`src/rtl/mcast_hash_filter.sv`:
```
module mcast_hash_filter #(
  parameter int BINS = 64
) (
  input  logic        clk,
  input  logic        rst_n,
  input  logic        addr_valid,
  input  logic [47:0] dest_addr,
  output logic        result_done,
  output logic        result_pass,
  input  logic        reg_we,
  input  logic [7:0]  reg_addr,
  input  logic [31:0] reg_wdata,
  output logic [31:0] reg_rdata
);
  localparam int HASH_W   = $clog2(BINS);
  localparam int NWORDS   = BINS / 32;
  localparam int CAP_CODE = HASH_W - 5;
  localparam logic [7:0] CTRL_OFF = 8'h08;
  localparam logic [7:0] TBL_OFF  = 8'h10;
  localparam logic [7:0] CAP_OFF  = 8'h40;
  localparam int PROMISC_BIT = 0;
  localparam int HASHMC_BIT  = 2;
  localparam int ALLMC_BIT   = 4;
  localparam logic [31:0] POLY = 32'hEDB88320;

  logic [31:0]     ctrl_q;
  logic [BINS-1:0] tbl_q;
  logic            busy;
  logic [2:0]      cnt;
  logic [47:0]     addr_q;
  logic            mc_q;
  logic [31:0]     crc_q;
  logic            done_q;
  logic            pass_q;
  logic [HASH_W-1:0] hash_idx;
  logic            verdict;

  function automatic logic [31:0] crc_step(input logic [31:0] c_in, input logic [7:0] b);
    logic [31:0] c;
    c = c_in ^ {24'd0, b};
    for (int k = 0; k < 8; k++)
      c = c[0] ? ((c >> 1) ^ POLY) : (c >> 1);
    return c;
  endfunction

  always_ff @(posedge clk or negedge rst_n) begin
    if (!rst_n) begin
      ctrl_q <= '0;
      tbl_q  <= '0;
    end else if (reg_we) begin
      if (reg_addr == CTRL_OFF) ctrl_q <= reg_wdata;
      for (int i = 0; i < NWORDS; i++)
        if (reg_addr == 8'(int'(TBL_OFF) + 4 * i)) tbl_q[i*32 +: 32] <= reg_wdata;
    end
  end

  always_comb begin
    reg_rdata = '0;
    if (reg_addr == CTRL_OFF) reg_rdata = ctrl_q;
    if (reg_addr == CAP_OFF)  reg_rdata = {6'd0, 2'(CAP_CODE), 24'd0};
    for (int i = 0; i < NWORDS; i++)
      if (reg_addr == 8'(int'(TBL_OFF) + 4 * i)) reg_rdata = tbl_q[i*32 +: 32];
  end

  always_comb
    for (int k = 0; k < HASH_W; k++)
      hash_idx[HASH_W-1-k] = ~crc_q[k];

  always_comb begin
    if (ctrl_q[PROMISC_BIT])     verdict = 1'b1;
    else if (!mc_q)              verdict = 1'b0;
    else if (ctrl_q[ALLMC_BIT])  verdict = 1'b1;
    else if (ctrl_q[HASHMC_BIT]) verdict = tbl_q[hash_idx];
    else                         verdict = 1'b0;
  end

  always_ff @(posedge clk or negedge rst_n) begin
    if (!rst_n) begin
      busy   <= 1'b0;
      cnt    <= '0;
      addr_q <= '0;
      mc_q   <= 1'b0;
      crc_q  <= '1;
      done_q <= 1'b0;
      pass_q <= 1'b0;
    end else begin
      done_q <= 1'b0;
      if (!busy) begin
        if (addr_valid) begin
          busy   <= 1'b1;
          cnt    <= '0;
          addr_q <= dest_addr;
          mc_q   <= dest_addr[40];
          crc_q  <= '1;
        end
      end else if (cnt != 3'd6) begin
        crc_q  <= crc_step(crc_q, addr_q[47:40]);
        addr_q <= addr_q << 8;
        cnt    <= cnt + 3'd1;
      end else begin
        busy   <= 1'b0;
        done_q <= 1'b1;
        pass_q <= verdict;
      end
    end
  end

  assign result_done = done_q;
  assign result_pass = pass_q;
endmodule

```
`config.mk`:
```
export PLATFORM = sky130hd
export DESIGN_NAME = mcast_hash_filter
export DESIGN_NICKNAME = d
export VERILOG_FILES = /design/src/rtl/mcast_hash_filter.sv
export SDC_FILE = /design/constraint.sdc
export NUM_CORES = 1
export LEC_CHECK = 0
export BUFFER_PORTS_ARGS = -buffer_cell sky130_fd_sc_hd__buf_2
export CAP_MARGIN = 20
export CORE_ASPECT_RATIO = 0.7
export CORE_MARGIN = 8
export CORE_UTILIZATION = 64
export CTS_BUF_LIST = sky130_fd_sc_hd__clkbuf_8
export DETAILED_ROUTE_END_ITERATION = 16
export PLACE_DENSITY = 0.95
export SYNTH_ARGS = -nofsm -noshare
export SYNTH_HDL_FRONTEND = slang
export SYNTH_SLANG_ARGS = --single-unit
export TNS_END_PERCENT = 1
```
`constraint.sdc`:
```
create_clock -name clk -period 7 [get_ports clk]
set_input_delay 1.4 -clock clk [delete_from_list [all_inputs] [get_ports clk]]
set_output_delay 1.4 -clock clk [all_outputs]
set_load 0.01 [all_outputs]
```
# Word-level counts from Yosys, hierarchy flattened
# Cells that the tools add are included.
classes:
  eq_ne: 6
  bitwise: 17
  n_lt_le_gt_ge: 1
  mux: 32
  n_reduce_logical: 7
  addsub: 1
op_table:
  columns: ["cell", "count"]
  rows:
  - ["32-bit 2-to-1 mux", 15]
  - ["48-bit 2-to-1 mux", 3]
  - ["13-bit NOT with 14-bit output", 8]
  - ["32-bit by 8-bit bitwise XOR with 32-bit output", 1]
  - ["8-bit by 5-bit == test with 1-bit output, second input constant", 2]
  - ["2-bit AND reduction", 6]
  - ["1-bit 2-to-1 mux", 10]
  - ["3-bit 2-to-1 mux", 3]
  - ["8-bit by 4-bit == test with 1-bit output, second input constant", 1]
  - ["8-bit by 7-bit == test with 1-bit output, second input constant", 1]
  - ["1-bit NOT", 8]
  - ["6-bit by 7-bit < comparator with 1-bit output, second input constant", 1]
  - ["1-bit binary-select mux with 6-bit select", 1]
  - ["3-bit by 1-bit adder with 3-bit output, second input constant", 1]
  - ["3-bit != test, second input constant", 1]
  - ["2-bit by 1-bit != test with 1-bit output, second input constant", 1]
  - ["2-bit nonzero test", 1]
word_totals:
  out_inout_bits: 34
  word_cells: 74
  in_bits: 92
  reg_bits: 183

# Depth between registers and ports, before layout
# Gate-level depths: netlist of the first run.
logic_depth:
  depth_word: 19
  ltp_mapped: 9

# Worst setup path after synthesis of the first run
# No wires, ideal clock.
synth_path:
  path_kind: "input-to-output"
  startpoint: "in reg_addr[7]"
  endpoint: "out reg_rdata[0]"
  path_buffers: 2
  path_stages: 7
  path_slack_ns: 2.588
  arrival_ns: 3.012
  cell_sequence: "or4_1 nor3_1 and3b_1 buf_2 clkbuf_1 nand2_1 a21oi_1"
synth_between:
  elab_chain_cells: 5
  elab_cells_between_ends: 8
  cone_classes: "eq/ne: 4; mux: 4"
synth_lines:
  columns: ["item", "line_no", "source"]
  rows:
  - ["from (decl)", "11", "input logic [7:0] reg_addr,"]
  - ["8-bit by 4-bit == test with 1-bit output", "59", "if (reg_addr == CTRL_OFF) reg_rdata = ctrl_q;"]
  - ["32-bit 2-to-1 mux", "59", null]
  - ["32-bit 2-to-1 mux", "60", "if (reg_addr == CAP_OFF) reg_rdata = {6'd0, 2'(CAP_CODE), 24'd0};"]
  - ["32-bit 2-to-1 mux", "62", "if (reg_addr == 8'(int'(TBL_OFF) + 4 * i)) reg_rdata = tbl_q[i*32 +: 32];"]
  - ["32-bit 2-to-1 mux *", "62", null]
  - ["to (decl)", "13", "output logic [31:0] reg_rdata"]
# Mark *: on every way between the ends. The rest lies on a longest branch, timed or not.

# Worst setup path after layout of the first run
layout_path:
  startpoint: "in reg_addr[7]"
  endpoint: "out reg_rdata[20]"
# The elaborated chain is that of the path after synthesis.

==> metrics.md, run 1 <==
| Metric | Value |
|---|---|
| Flip-flop and latch count after synthesis | about 180 |
| Drt wl/cell | between 20 and 25 um |
| Io pins | approximately 130 |
| First drt pass iteration count | 5 |
| Worst VDD drop | around 0.41 mV |
| Core area | between 10,000 and 15,000 um2 |
| F_max | 0.194 GHz |
| Post-route ant nets | 0 |
| CTS Hold Bufs | 0 |
| Clock Path Buffers | 2 |
| Mux contribution to synthesized area | 0.212 |
| Layout cells sized above 1 | 0.348 |
| Power share of the combinational group | 0.546 |
| Data required time of the worst path | roughly 5.6 ns |
| Seq pwr share | 0.320 |
| Ranking of synthesized cells by area | dfrtp_1 41%, mux2_2 11%, dfstp_2 9.1% |
| Post-synth EDFFs | 0 |
| Final period utilization | 0.736 |
| Post-synth top area cell | dfrtp_1 |
| Die X | between 150 and 200 um |
| Root Buffer | clkbuf_8 |
| Max Slew Vio Count | 0 |
| Yosys cell types | 40 |
| Status | complete, no violations |
| Final setup fails | 0 |
| # fillers | about 860 |
| Post-synth top flop | dfrtp_1 |
| HP Class | reg -> reg |
| Syn_area_per_cell | roughly 11 um2 |
| Commonest non-fill, non-tap cell in the layout | dfrtp_1 |
| Fin crit period | approximately 5.2 ns |
| Clock slew at reported path FFs | about 0.09 ns |
| Total GRT Usage | 0.258 |
| First-pass GRT wire length | ~38,000 um |
| Final-report hold violation count | 0 |
| Switching Fraction | 0.405 |
| Leak | between 5 and 6 nW |
| Final std cells w/o fill | ~1,100 |
| Number of global-route vias before repair | just over 7,000 |
| Via-per-instance ratio | 6.21 |
| Ant. Diodes | 0 |
| Area Overhead vs Synth | 12.3% |
| Worst skew pair latency | 0.47 ns |
| RSZ-0062 raised after global routing | false |
| XOR/XNOR Fraction of Synth Area | 0.0872 |
| Hold Startpoint | ctrl_q[3] |
| Clock power share | 0.134 |
| Sequential fraction of the synthesis area | 0.501 |
| Reg2reg setup slack | between 3 and 4 ns |
| Row cnt | 36 |
| Synth Cell Area | 9210 um2 |
| DP HPWL | 15,800 um |
| Largest family of logic cells by synthesized area | multiplexers |
| Post-CTS Setup Bufs | 0 |
| Vias | just under 7,000 |
| Initial Utilization | 0.658 |
| Total Power | around 5.5 mW |
| Largest net degree at the start of global routing | ~110 |
| Synth async-reset ratio | 1.00 |
| Placed cell count | between 1,000 and 1,500 |
| Post-synthesis compound-gate area fraction | 0.0843 |
| Initial antenna violation count | 0 |
| Worst setup SP type | primary input |
| CTS tree | yes |
| CTS Buf Count | 17 |
| Relative max-transition margin | 0.351 |
| Routability-driven placement congestion ratio | about 0.85 |
| R2r worst-path depth | 6 |
| Final Skew | 0.0144 ns |
| P_int | approximately 3.3 mW |
| Max cap viols | 0 |
| Sw power | between 2 and 2.5 mW |
| Syn. warnings | 0 |
| Worst setup EP type | output pin |
| Layout Nets | ~1,000 |
| R2R Path Start | busy |
| Hold Path Depth | 1 |
| DIE AREA | about 19,000 um2 |
| Routed WL | approximately 23,000 um |
| TNS Setup | 0 ns |
| Critical Setup Path Class | in -> out |
| Post_cts resized | 0 |
| Net Count, Synth | 907 |
| Crit Path Max Fanout | 35 |
| 1st-iter DRT viols | between 600 and 700 |
| Arr. time, crit path | between 3 and 4 ns |
| P per Cell Area | approximately 540 nW/um2 |
| CTS sink count | about 180 |
| Most frequent cells in the layout | 150 x dfrtp_1, 124 x buf_2, 97 x a21oi_1 |
| GR Overflow Total | 0 |
| Worst-Margin Slew | around 0.97 ns |
| R2r endpoint | addr_q[23] |
| Synth top area share | 0.410 |
| Post-Syn Instances | ~810 |
| Buffers on Ports | roughly 130 |
| Fraction of the mapped netlist area in adder cells | 0.00272 |
| Worst min-delay path endpoint | ctrl_q[3] |
| Die Y | 116 um |
| Post-Synth Simple-Gate Area | 0.0853 |
| H-tree depth | 4 |
| # DRC | 0 |
[critical path, stage by stage]
cell,delay [ns]
buf_2,0.10
or4_1,0.58
nor4b_4,0.22
buf_4,0.36
nand2_1,0.37
buf_4,0.35
nor2_1,0.13
a21oi_1,0.07
buf_2,0.15
[worst max-delay path by stage]
| stage | startpoint | end | slack [ns] | depth (start not counted) |
|---|---|---|---|---|
| 2_1_floorplan | reg_addr[7] | reg_rdata[0] | 2.59 | 7 |
| 3_3_place_gp | reg_addr[7] | reg_rdata[8] | 1.98 | 9 |
| 3_5_place_dp | reg_addr[7] | reg_rdata[23] | 1.88 | 9 |
| 4_1_cts | reg_addr[7] | reg_rdata[20] | 1.87 | 9 |
| 5_1_grt | reg_addr[7] | reg_rdata[8] | 1.68 | 9 |
| 6_report | reg_addr[7] | reg_rdata[20] | 1.85 | 9 |
[registers in the layout, summed over array words and instances, names as in the netlist]
| register | cells |
|---|---|
| addr_q | 48 |
| busy | 1 |
| cnt | 3 |
| crc_q | 32 |
| ctrl_q | 32 |
| mc_q | 1 |
| result_done | 1 |
| result_pass | 1 |
| tbl_q | 64 |
[cell type report]
cell class	instances	area [um2]	area share
well taps	190	238	0.0230
clock inverters	14	161	0.0156
multi-input cells	569	4350	0.420
inverters	5	18.8	0.00181
flip-flops and latches	183	4620	0.446
clock buffers	18	248	0.0239
repair buffers	136	714	0.0690
[cell usage after synthesis (all sizes together) (18+ instances only)]
cell type and n:
dfrtp 151, a21oi 97, mux2 97, nor2 83, nand2 64, mux2i 50, xnor2 44, o21ai 43
clkbuf 36, dfstp 32, buf 20, xor2 19, nor3 18
[cell families (layout without fill, tap and decap cells)]
group | count (synthesis) | in the layout
fa+ha+maj | 2 | 2
buf+inv | 61 | 173
mux | 163 | 163
flops | 183 | 183
compound gates | 149 | 149
simple gates | 186 | 186
xor+xnor | 69 | 69
[through the flow]
| step | hold WS, ns | util | worst slack [ns] | area [um2] |
|---|---|---|---|---|
| after CTS | 0.501 | 0.739 | 1.87 | 10300 |
| final | 0.499 | 0.739 | 1.85 | 10300 |
| after global placement | 0.474 | 0.710 | 1.98 | 9940 |
| after floorplan | 0.464 | - | 2.59 | 9210 |
| after detailed placement | 0.481 | 0.710 | 1.88 | 9940 |
| after global routing | 0.515 | 0.739 | 1.68 | 10300 |
[power by group through the flow]
stage	registers, mW	clock network [mW]	logic, mW
after global routing	1.81	0.777	3.28
after floorplan	1.63	0	2.49
after detailed placement	1.78	0	2.95
after CTS	1.77	0.745	3.01
final	1.77	0.742	3.03
after global placement	1.75	0	2.77
[routing by layer]
metal,routed length (um),GRT usage
met5,0,0
met4,565,0.0939
met3,2080,0.0658
met2,11200,0.415
met1,9490,0.338
(Power assumes the default switching activity.)
==> run 2, diff against run 1 <==
Settings changed: CORE_UTILIZATION 64 to 60, PLACE_DENSITY 0.95 to 0.94.
Clock period 7 ns to 5.15 ns, I/O delays scaled along.
==> run 2 against run 1 <==
Compared with the run above:
- final cell count is 1.2% higher
- non-clock buffer count is 2 higher
- die area increased by 5.9%
- first-iteration DRC count grew 1.5%
- sequential cell count stayed put
- hold slack got worse by 0.14 ns
- power increased by 33%
- final area increased by 0.44%
- global-route usage fell by 2.7 points
- core utilization shrank 5.8 points
- clock-buffer cell count did not move
- combinational power is 31% higher
- critical path type unchanged
- highest routed layer unchanged
==> metrics.md, run 2 (synthesis results as in run 1) <==
| Metric | Value |
|---|---|
| Status | complete, no violations |
| First-pass GRT wire length | approximately 36,000 um |
| H-tree depth | 4 |
| P per Cell Area | 706 nW/um2 |
| Largest net degree at the start of global routing | 120 |
| Worst VDD drop | between 0.6 and 0.7 mV |
| Max Slew Vio Count | 0 |
| Final setup fails | 0 |
| 1st-iter DRT viols | ~620 |
| Cells along the critical path | buf_2, or4_1, nor4b_4, buf_4, nand2_1, buf_4, nor2_1, a21oi_1, buf_2 |
| Initial antenna violation count | 1 |
| Total GRT Usage | 0.231 |
| HP Class | in -> async |
| Sw power | a little under 3 mW |
| Worst-Margin Slew | ~0.9 ns |
| Drt wl/cell | between 15 and 20 um |
| Fin crit period | around 4 ns |
| Layout cells sized above 1 | 0.353 |
| Final Skew | roughly 0.015 ns |
| CP max-delay cell | or4_1 |
| Relative max-transition margin | 0.379 |
| Most flop-heavy register | tbl_q |
| Worst setup EP type | output pin |
| Row cnt | 38 |
| # DRC | 0 |
| Root Buffer | clkbuf_8 |
| GR Overflow Total | 0 |
| Most frequent cells in the layout | 150 x dfrtp_1, 124 x buf_2, 97 x a21oi_1 |
| Delay-heaviest family, CP | simple AND/OR/NAND/NOR gates |
| R2R Path Start | busy |
| Crit path depth | 9 |
| Leak | a little over 5 nW |
| Io pins | ~130 |
| Clock power share | 0.129 |
| CTS Buf Count | 17 |
| Seq pwr share | 0.330 |
| CTS tree | yes |
| RSZ-0062 raised after global routing | false |
| Worst setup SP type | primary input |
| Critical Setup Path Class | in -> out |
| Max cap viols | 0 |
| DIE AREA | 19,600 um2 |
| # fillers | approximately 1,000 |
| Max FFs per register | 64 |
| Area Overhead vs Synth | 12.8% |
| F_max | between 0.2 and 0.25 GHz |
| Switching Fraction | 0.407 |
| Die X | approximately 160 um |
| P_int | around 4.4 mW |
| Post-route ant nets | 0 |
| Multi-input logic area | around 4300 um2 |
| Commonest non-fill, non-tap cell in the layout | dfrtp_1 |
| Number of global-route vias before repair | a little under 7,000 |
| Final-report hold violation count | 0 |
| Crit Path Max Fanout | 31 |
| Clock slew at reported path FFs | around 0.10 ns |
| Sequential cell area | 4620 um2 |
| Via-per-instance ratio | about 6 |
| Layout Nets | around 1,000 |
| Post_cts resized | 0 |
| Routed WL | about 22,000 um |
| Data required time of the worst path | about 4.1 ns |
| TNS Setup | 0 ns |
| Worst Setup SP | reg_addr[7] |
| CTS Hold Bufs | 0 |
| Routability-driven placement congestion ratio | approximately 0.85 |
| Worst skew pair latency | 0.48 ns |
| R2r worst-path depth | 6 |
| Initial Utilization | 0.604 |
| Crit-path max cell delay | 0.58 ns |
| Die Y | roughly 120 um |
| Total Power | between 7 and 8 mW |
| First drt pass iteration count | 5 |
| Vias | about 6,800 |
| Arr. time, crit path | ~3.0 ns |
| Core area | between 15,000 and 20,000 um2 |
| Top Registers | tbl_q (64), addr_q (48) |
| Post-CTS Setup Bufs | 0 |
| Clock Path Buffers | 2 |
| Crit path buf inv count | 4 |
| Final period utilization | 0.786 |
| DP HPWL | 15,200 um |
| Power share of the combinational group | 0.541 |
| CTS sink count | between 150 and 200 |
| Buffers on Ports | between 100 and 150 |
[run 2: cell count changes in the layout (fill, tap and decap cells not counted)]
cell,before,now
clkinv_8,0,3
clkinv_2,1,2
buf_16,0,1
bufinv_16,3,0
clkinv_4,0,3
buf_12,0,1
diode_2,0,1
inv_1,8,5
clkinvlp_4,5,1
inv_8,0,3
[run 2: metrics by stage]
step / hold slack [ns] / util / instances / instance area, um2 / worst slack [ns]
detailed placement: 0.485 / 0.653 / 1094 / 9970 / 1.14
global placement: 0.482 / 0.653 / 1094 / 9970 / 1.18
finish: 0.356 / 0.681 / 1128 / 10400 / 1.10
CTS: 0.509 / 0.679 / 1126 / 10400 / 1.12
global route: 0.328 / 0.681 / 1128 / 10400 / 0.995
floorplan: 0.464 / - / 813 / 9210 / 1.48
[run 2: cell type report]
type | count | area share
Multi-Input combinational cell | 569 | 0.418
Inverter | 5 | 0.00181
Timing Repair Buffer | 138 | 0.0733
Tap cell | 200 | 0.0241
Clock inverter | 14 | 0.0138
Clock buffer | 18 | 0.0238
Antenna cell | 1 | 0.000241
Sequential cell | 183 | 0.445
[run 2: power groups by stage]
stage	clock, mW	combinational (mW)	sequential [mW]
floorplan	0	3.39	2.21
global placement	0	3.73	2.41
detailed placement	0	3.92	2.44
CTS	0.956	3.96	2.42
global route	1.02	4.31	2.47
finish	0.950	3.97	2.42
[run 2: worst paths after layout]
| check | slack [ns] | end |
|---|---|---|
| worst min register to register | 0.51 | crc_q[27] |
| worst max register to register | 2.06 | addr_q[20] |
| min in group clk | 0.51 | crc_q[27] |
| worst max-delay path | 1.10 | reg_rdata[9] |
| max in group asynchronous | 3.71 | crc_q[3] |
| worst min-delay path | 0.36 | ctrl_q[16] |
[run 2: layer usage]
layer / up-vias / global-route usage / routed length (um) / share of wire
li1: 3042 / - / - / -
met1: 3408 / 0.310 / 9510 / 0.43
met2: 281 / 0.348 / 10400 / 0.47
met3: 41 / 0.0698 / 1770 / 0.080
met4: 0 / 0.0906 / 568 / 0.026
met5: - / 0 / 0 / 0
[run 2: worst reg2reg max path, stage by stage (launching register included)]
cell and delay, ns:
dfrtp_2 0.82, buf_4 0.49, nand2b_1 0.44, nand2_2 0.45, buf_4 0.48, nor2_1 0.18
a21oi_1 0.07
